===== src/rtl/bitop_pkg.sv =====
package bitop_pkg;
  localparam int unsigned OP_W  = 3;
  localparam int unsigned N_OPS = 1 << OP_W;
  localparam int unsigned TT_W  = 4;  // truth table indexed by {a,b}

  typedef enum logic [OP_W-1:0] {
    OP_ONE  = 3'b000,
    OP_OR   = 3'b001,
    OP_NAND = 3'b010,
    OP_XOR  = 3'b011,
    OP_XNOR = 3'b100,
    OP_AND  = 3'b101,
    OP_NOR  = 3'b110,
    OP_ZERO = 3'b111
  } op_e;

  // Only codes with msb=0 are stored; the upper half is the complement of the mirror code.
  function automatic logic [TT_W-1:0] base_table(input logic [OP_W-2:0] code);
    case (code)
      2'b00:   base_table = 4'b1111;  // one
      2'b01:   base_table = 4'b1110;  // or
      2'b10:   base_table = 4'b0111;  // nand
      default: base_table = 4'b0110;  // xor
    endcase
  endfunction

  function automatic logic [TT_W-1:0] op_table(input logic [OP_W-1:0] code);
    logic [OP_W-1:0] mirror;
    mirror = ~code;
    if (code[OP_W-1]) op_table = ~base_table(mirror[OP_W-2:0]);
    else              op_table = base_table(code[OP_W-2:0]);
  endfunction
endpackage


===== src/rtl/bitop_mux8.sv =====
module bitop_mux8
  import bitop_pkg::*;
(
  input  logic [N_OPS-1:0] d_i,
  input  logic [OP_W-1:0]  sel_i,
  output logic             y_o
);
  localparam int unsigned L1 = N_OPS / 2;
  localparam int unsigned L2 = N_OPS / 4;

  logic [L1-1:0] s0;
  logic [L2-1:0] s1;

  // lsb picks first, msb last
  for (genvar k = 0; k < L1; k++) begin : g_s0
    assign s0[k] = sel_i[0] ? d_i[2*k+1] : d_i[2*k];
  end
  for (genvar k = 0; k < L2; k++) begin : g_s1
    assign s1[k] = sel_i[1] ? s0[2*k+1] : s0[2*k];
  end
  assign y_o = sel_i[2] ? s1[1] : s1[0];
endmodule


===== src/rtl/bitop_slice.sv =====
module bitop_slice
  import bitop_pkg::*;
(
  input  logic [OP_W-1:0] op_i,
  input  logic            a_i,
  input  logic            b_i,
  output logic            f_o
);
  logic [N_OPS-1:0] cand;
  logic [1:0]       idx;

  assign idx = {a_i, b_i};

  for (genvar c = 0; c < N_OPS; c++) begin : g_cand
    localparam logic [TT_W-1:0] TT = op_table(OP_W'(c));
    assign cand[c] = TT[idx];
  end

  bitop_mux8 u_mux (
    .d_i  (cand),
    .sel_i(op_i),
    .y_o  (f_o)
  );
endmodule


===== src/rtl/bitop_unit.sv =====
module bitop_unit
  import bitop_pkg::*;
#(
  parameter int unsigned WIDTH = 4
) (
  input  logic [OP_W-1:0]  op_i,
  input  logic [WIDTH-1:0] a_i,
  input  logic [WIDTH-1:0] b_i,
  output logic [WIDTH-1:0] f_o
);
  for (genvar i = 0; i < WIDTH; i++) begin : g_slice
    bitop_slice u_slice (
      .op_i(op_i),
      .a_i (a_i[i]),
      .b_i (b_i[i]),
      .f_o (f_o[i])
    );
  end
endmodule


===== config.mk =====
export PLATFORM = sky130hd
export DESIGN_NAME = bitop_unit
export DESIGN_NICKNAME = d
export VERILOG_FILES = /design/src/rtl/bitop_pkg.sv /design/src/rtl/bitop_mux8.sv /design/src/rtl/bitop_slice.sv /design/src/rtl/bitop_unit.sv
export SDC_FILE = /design/constraint.sdc
export NUM_CORES = 1
export LEC_CHECK = 0
export BUFFER_PORTS_ARGS = -buffer_cell sky130_fd_sc_hd__buf_2
export CAP_MARGIN = 20
export CORE_AREA = 4 4 41 43
export DETAILED_ROUTE_END_ITERATION = 12
export DIE_AREA = 0 0 45 47
export PLACE_DENSITY = 0.68
export SETUP_SLACK_MARGIN = 0.3
export SLEW_MARGIN = 20
export SYNTH_ARGS = -nofsm -noshare
export SYNTH_HDL_FRONTEND = slang
export SYNTH_SLANG_ARGS = --single-unit

===== constraint.sdc =====
create_clock -name vclk -period 1.5
set_input_delay 0.075 -clock vclk [all_inputs]
set_output_delay 0.075 -clock vclk [all_outputs]
set_load 0.005 [all_outputs]

# --- Yosys cells after proc, flatten, opt, wreduce, memory -nomap -nowiden ---
# Index checks and enable logic that the tools add are counted.
op_classes:
  order_cmp: 4
  mux: 92
op_table:
  columns: ["op", "n"]
  rows:
  - ["binary-select mux 1 bit (select 2 bit)", 32]
  - ["2-to-1 mux 1 bit", 60]
  - ["less-than comparator 2 x 3 -> 1 bit (second input constant)", 4]
totals:
  register_bits: 0
  input_bits: 11
  out_inout_bits: 4

# --- Depth between registers and ports, before layout ---
# Gate-level depths: netlist (run 1).
logic_depth:
  ltp_word: 5
  ltp_mapped: 6
  depth_no_buf: 5

# --- Cells and area by module ---
# A second synthesis (run 1) with hierarchy kept.
hier_totals:
  hier_cells: 56
  area_unflattened_um2: 560.5
by_module_without_submodules:
  columns: ["module", "n_inst", "cells_per_inst", "area_per_inst_um2"]
  rows:
  - ["bitop_slice", 4, 11, 76.3]
  - ["bitop_mux8", 4, 3, 63.8]

# --- Worst setup path before layout (run 1) ---
# OpenSTA, ideal clock, no wires.
synth_timing:
  path_type: "input-to-output"
  startpoint: "input port a_i[0]"
  endpoint: "output port f_o[0]"
  arrival_ns: 1.053
  t_required_ns: 1.425
  setup_slack_ns: 0.372
  path_stages: 6
  n_path_buf: 1
  path_cell_list: "inv_1 ha_1 inv_1 mux2i_1 mux4_2 buf_4"
synth_between:
  elab_chain_len: 5
  word_cells_on_any_way: 23
  classes_between: "mux (23)"
synth_lines:
  columns: ["item", "line_no", "text"]
  rows:
  - ["start: declaration", "bitop_unit.sv:7", "input logic [WIDTH-1:0] a_i,"]
  - ["binary-select mux 1 bit (select 2 bit)", "bitop_slice.sv:16", "assign cand[c] = TT[idx];"]
  - ["2-to-1 mux 1 bit (implied by the code)", "bitop_slice.sv:16", null]
  - ["2-to-1 mux 1 bit", "bitop_mux8.sv:16", "assign s0[k] = sel_i[0] ? d_i[2*k+1] : d_i[2*k];"]
  - ["2-to-1 mux 1 bit", "bitop_mux8.sv:19", "assign s1[k] = sel_i[1] ? s0[2*k+1] : s0[2*k];"]
  - ["2-to-1 mux 1 bit (*)", "bitop_mux8.sv:21", "assign y_o = sel_i[2] ? s1[1] : s1[0];"]
  - ["end: declaration", "bitop_unit.sv:9", "output logic [WIDTH-1:0] f_o"]
# Every way passes the cells marked *; elsewhere a longest branch is shown, timed or not. The select of a mux whose other input is x is not followed.

# --- Final worst setup path (run 1) ---
# Ends and elaborated chain as after synthesis.

==> results of run 1 <==
-- layout make-up --
type,instances,area [um2]
Fill cell,134,684.4
Multi-Input combinational cell,44,431.7
Timing Repair Buffer,15,123.9
Inverter,10,42.54
Tap cell,15,18.77
-- cell families after synthesis --
kind of cell	count (synthesis)	share of synthesized area, %
multiplexers	2	6.824
AND/OR/NAND/NOR	17	22.58
buffers and inverters	18	19.42
AO/OA/AOI/OAI	13	19.69
adder cells (fa/ha/maj)	12	31.50
-- power by group --
group,total [uW],internal (uW),switching (uW)
sequential,0,0,0
combinational,150,82.7,67.0
clock,0,0,0
-- routing by layer --
layer | vias up | track usage, % | routed length [um]
met5 | - | 0 | 0
met3 | 2 | 0.7663 | 48
li1 | 216 | - | -
met1 | 183 | 7.432 | 338
met2 | 9 | 17.23 | 462
met4 | 0 | 0.5848 | 19
-- per-stage QoR --
step / cells / power (uW) / hold slack (ps) / worst slack, ps / utilization [%]
global route: 84 / 169.5 / 643.4 / 285.1 / 47.40
finish: 84 / 149.7 / 596.1 / 331.0 / 47.40
floorplan: 62 / 98.40 / 529.2 / 371.8 / -
CTS: 84 / 134.7 / 598.8 / 263.0 / 43.37
detailed placement: 84 / 121.0 / 599.5 / 217.0 / 39.62
global placement: 84 / 117.5 / 595.5 / 236.3 / 39.62
-- cells in the final DEF (no fill, tap or decap), drive strengths merged --
cell type  instances
a21o               1
o31ai              1
and3b              1
nand2              4
or2                1
nor2b              3
a211o              1
o21ai              3
ha                12
nand2b             1
a311o              1
a21oi              3
mux2i              1
o211ai             2
clkbuf             1
inv               10
nand4b             2
and2b              3
a32o               1
mux4               1
nor2               2
buf               14
-- what timing repair did --
action	in CTS	in global routing
gates cloned	0	0
endpoints found under the hold margin	0	0
setup endpoints to repair	3	4
pin swaps	5	4
gates resized for setup	10	12
-- worst paths after layout --
check | from | endpoint | depth (start not counted) | slack, ps
max | a_i[0] | f_o[0] | 6 | 330
min | op_i[2] | f_o[1] | 3 | 600
==> results.sh, run 1 <==
export IMPL_cp_max_fo=3
export IMPL_required_ps=1420
export IMPL_coreArea_um2=1301
export IMPL_fin_area_um2=616.8
export IMPL_cts_hold_buf=0
export IMPL_critPathBufInv=3
export IMPL_n_antenna_cell=0
export IMPL_grt_total_usage_pct=7.638
export IMPL_grt_pass1_wl_um=1276
export IMPL_layout_min_cycle_time_ps=1169
export IMPL_crit_slowest_cell="mux4_2"
export IMPL_final_antenna_net_count=0
export IMPL_p_per_area_nw_per_um2=242.7
export IMPL_status="complete, no violations"
export IMPL_avgSynthCellArea_um2=7.689
export IMPL_drtPass1Iterations=2
export IMPL_rsz0062_at_grt="yes"
export IMPL_crit_chain="buf_6, inv_4, ha_4, o21ai_0, mux4_2, buf_2"
export IMPL_ys_top_cells_by_area="ha_1 (31%), inv_1 (7.9%), buf_4 (6.3%)"
export IMPL_place_port_buffers=15
export IMPL_yosysTopAreaCell="ha_1"
export IMPL_slew_headroom_pct=86.51
export IMPL_grt_ovfl_total=0
export IMPL_syn_inst=62
export IMPL_slew_viol_final=0
export IMPL_dp_hpwl_um=654.6
export IMPL_nFlopsAndLatches=0
export IMPL_clockBufferCount=0
export IMPL_antenna_found_initial=0
export IMPL_yosysMostFrequentCell="ha_1"
export IMPL_seqCellArea_um2=0
export IMPL_num_rows=13
export IMPL_end_kind="output port"
export IMPL_die_h_um=47
export IMPL_critPathTopFamily="multiplexers"
export IMPL_boundaryPins=15
export IMPL_initial_core_util_pct=36.63
export IMPL_fmax_ghz=0.8554
export IMPL_drt_initial_drc_count=2
export IMPL_worst_setup_path_start_kind="input port"
export IMPL_critPathKind="in2out"
export IMPL_drive_gt1_share_pct=42.03
export IMPL_synth_distinct_cells=27
export IMPL_syn2layout_area_growth_pct=29.40
export IMPL_die_area_um2=2115
export IMPL_place_area_um2=515.5
export IMPL_min_path_type="in2out"
export IMPL_yosysTopAreaCellShare_pct=31.50
export IMPL_vias=410
export IMPL_wire_per_inst_um=10.35
export IMPL_finalSetupTns_ps=0
export IMPL_syn_area_um2=476.7
export IMPL_wl_um=869
export IMPL_drc=0
export IMPL_routabilityCongestion=0.6913
export IMPL_die_w_um=45
export IMPL_max_stage_delay_ps=450
export IMPL_fin_crit_sh_pct=77.94
export IMPL_ir_worst_vdd_mv=0.1238
export IMPL_p_leak_uw=0.0003106
export IMPL_hold_viol_final=0
export IMPL_grt_pass1_vias=353
export IMPL_arrival_ps=1090
export IMPL_worst_slew_pin_slew_ps=202.4
export IMPL_yosys_warnings=0
export IMPL_ys_seq_area_share_pct=0
export IMPL_setup_violations=0
export IMPL_synthTopCellsByCount="ha_1 (12), inv_1 (10), buf_4 (4)"
export IMPL_synth_nets=85
export IMPL_viasPerCell=4.881
export IMPL_cts_setup_buffers=0
export IMPL_nNetsFinal=94
export IMPL_maxCapViolations=0
export IMPL_grt_max_degree=22
(Power assumes the default switching activity.)
==> run 2, diff against run 1 <==
--- a/config.mk
+++ b/config.mk
@@ -10,7 +10,7 @@
 export CORE_AREA = 4 4 41 43
 export DETAILED_ROUTE_END_ITERATION = 12
 export DIE_AREA = 0 0 45 47
-export PLACE_DENSITY = 0.68
+export PLACE_DENSITY = 0.71
 export SETUP_SLACK_MARGIN = 0.3
 export SLEW_MARGIN = 20
 export SYNTH_ARGS = -nofsm -noshare
==> constraint.sdc (replaced) <==
create_clock -name vclk -period 1
set_input_delay 0.05 -clock vclk [all_inputs]
set_output_delay 0.05 -clock vclk [all_outputs]
set_load 0.005 [all_outputs]
==> results.sh, run 2 (same netlist as run 1, synthesis figures left out) <==
export IMPL_layout_min_cycle_time_ps=1121
export IMPL_place_port_buffers=15
export IMPL_min_to="f_o[0]"
export IMPL_required_ps=950
export IMPL_antenna_found_initial=0
export IMPL_drc=0
export IMPL_holdPathStages=3
export IMPL_power_uw=318.1
export IMPL_final_cell_mix="buf_4 (10), ha_1 (6), buf_8 (6), buf_2 (6), ha_4 (5)"
export IMPL_hp_start="op_i[2]"
export IMPL_viasPerCell=4.863
export IMPL_worst_slew_pin_slew_ps=187.7
export IMPL_grt_pass1_wl_um=1821
export IMPL_setup_ws_ps=-120.8
export IMPL_cp_max_fo=3
export IMPL_utilization_pct=63.08
export IMPL_vias=462
export IMPL_slew_viol_final=0
export IMPL_fin_crit_sh_pct=112.1
export IMPL_maxCapViolations=0
export IMPL_routabilityCongestion=0.6206
export IMPL_min_path_type="in2out"
export IMPL_boundaryPins=15
export IMPL_p_leak_uw=0.0003891
export IMPL_critPathKind="in2out"
export IMPL_grt_total_usage_pct=11.10
export IMPL_die_area_um2=2115
export IMPL_initial_core_util_pct=36.63
export IMPL_nFillCells=126
export IMPL_drive_gt1_share_pct=61.25
export IMPL_violations="negative setup slack"
export IMPL_arrival_ps=1070
export IMPL_end_kind="output port"
export IMPL_grt_pass1_vias=447
export IMPL_p_per_area_nw_per_um2=387.6
export IMPL_drt_initial_drc_count=3
export IMPL_fmax_ghz=0.8922
export IMPL_wire_per_inst_um=11.05
export IMPL_status="finished with violations"
export IMPL_num_rows=13
export IMPL_ir_worst_vdd_mv=0.2052
export IMPL_die_h_um=47
export IMPL_setup_violations=3
export IMPL_cts_hold_buf=0
export IMPL_grt_max_degree=10
export IMPL_hold_viol_final=0
export IMPL_seqCellArea_um2=0
export IMPL_clockBufferCount=0
export IMPL_slew_headroom_pct=87.48
export IMPL_drtPass1Iterations=2
export IMPL_final_common_cell="buf_4"
export IMPL_coreArea_um2=1301
export IMPL_nFlopsAndLatches=0
export IMPL_wl_um=1050
export IMPL_grt_ovfl_total=0
export IMPL_dp_hpwl_um=813
export IMPL_n_antenna_cell=0
export IMPL_nNetsFinal=105
export IMPL_finalSetupTns_ps=-242.2
export IMPL_final_antenna_net_count=0
export IMPL_syn2layout_area_growth_pct=72.18
export IMPL_rsz0062_at_grt="yes"
export IMPL_worst_setup_path_start_kind="input port"
export IMPL_die_w_um=45
-- run 2: what timing repair did --
item / 4_1_cts / 5_1_grt
pin swaps: 6 / 0
hold endpoints to repair: 0 / 0
buffers inserted: 1 / 0
resized for setup: 30 / 2
endpoints found under the setup margin: 4 / 4
-- run 2: metal layers --
layer | GRT usage [%] | routed length (um) | vias up
met1 | 12.61 | 399 | 210
met3 | 0.7663 | 61 | 0
met4 | 0 | 0 | 0
li1 | - | - | 242
met5 | 0 | 0 | -
met2 | 23.45 | 589 | 10
-- run 2: through the flow --
stage               setup slack [ps]  area [um2]  hold slack [ps]  instances
finish                        -120.8       820.8            589.0         95
global route                  -141.8       820.8            612.5         95
CTS                           -107.2       808.3            570.8         95
detailed placement            -193.2       698.2            559.3         94
global placement              -180.4       698.2            561.5         94
floorplan                      1.165       579.3            479.2         62
-- run 2: area by class of cell --
type               count  area, um2  area share (%)
repair buffers        26      257.7           31.40
well taps             15      18.77           2.287
multi-input cells     44      466.7           56.86
inverters             10      77.57           9.451
-- run 2: worst max path at each step --
| stage | slack [ps] | from | to | cells past startpoint |
|---|---|---|---|---|
| after floorplan | 1 | a_i[0] | f_o[0] | 5 |
| after global placement | -180 | a_i[0] | f_o[0] | 6 |
| after detailed placement | -190 | a_i[0] | f_o[0] | 6 |
| after CTS | -110 | a_i[0] | f_o[0] | 5 |
| after global routing | -140 | a_i[0] | f_o[0] | 5 |
| final | -120 | a_i[0] | f_o[0] | 5 |
-- run 2: report_power, final --
part	internal [uW]	switching, uW
Sequential	0	0
Clock	0	0
Combinational	189	129
-- run 2: critical path: stages --
cell	delay [ps]
buf_8	110
ha_2	170
and2b_4	160
mux4_2	450
buf_2	140
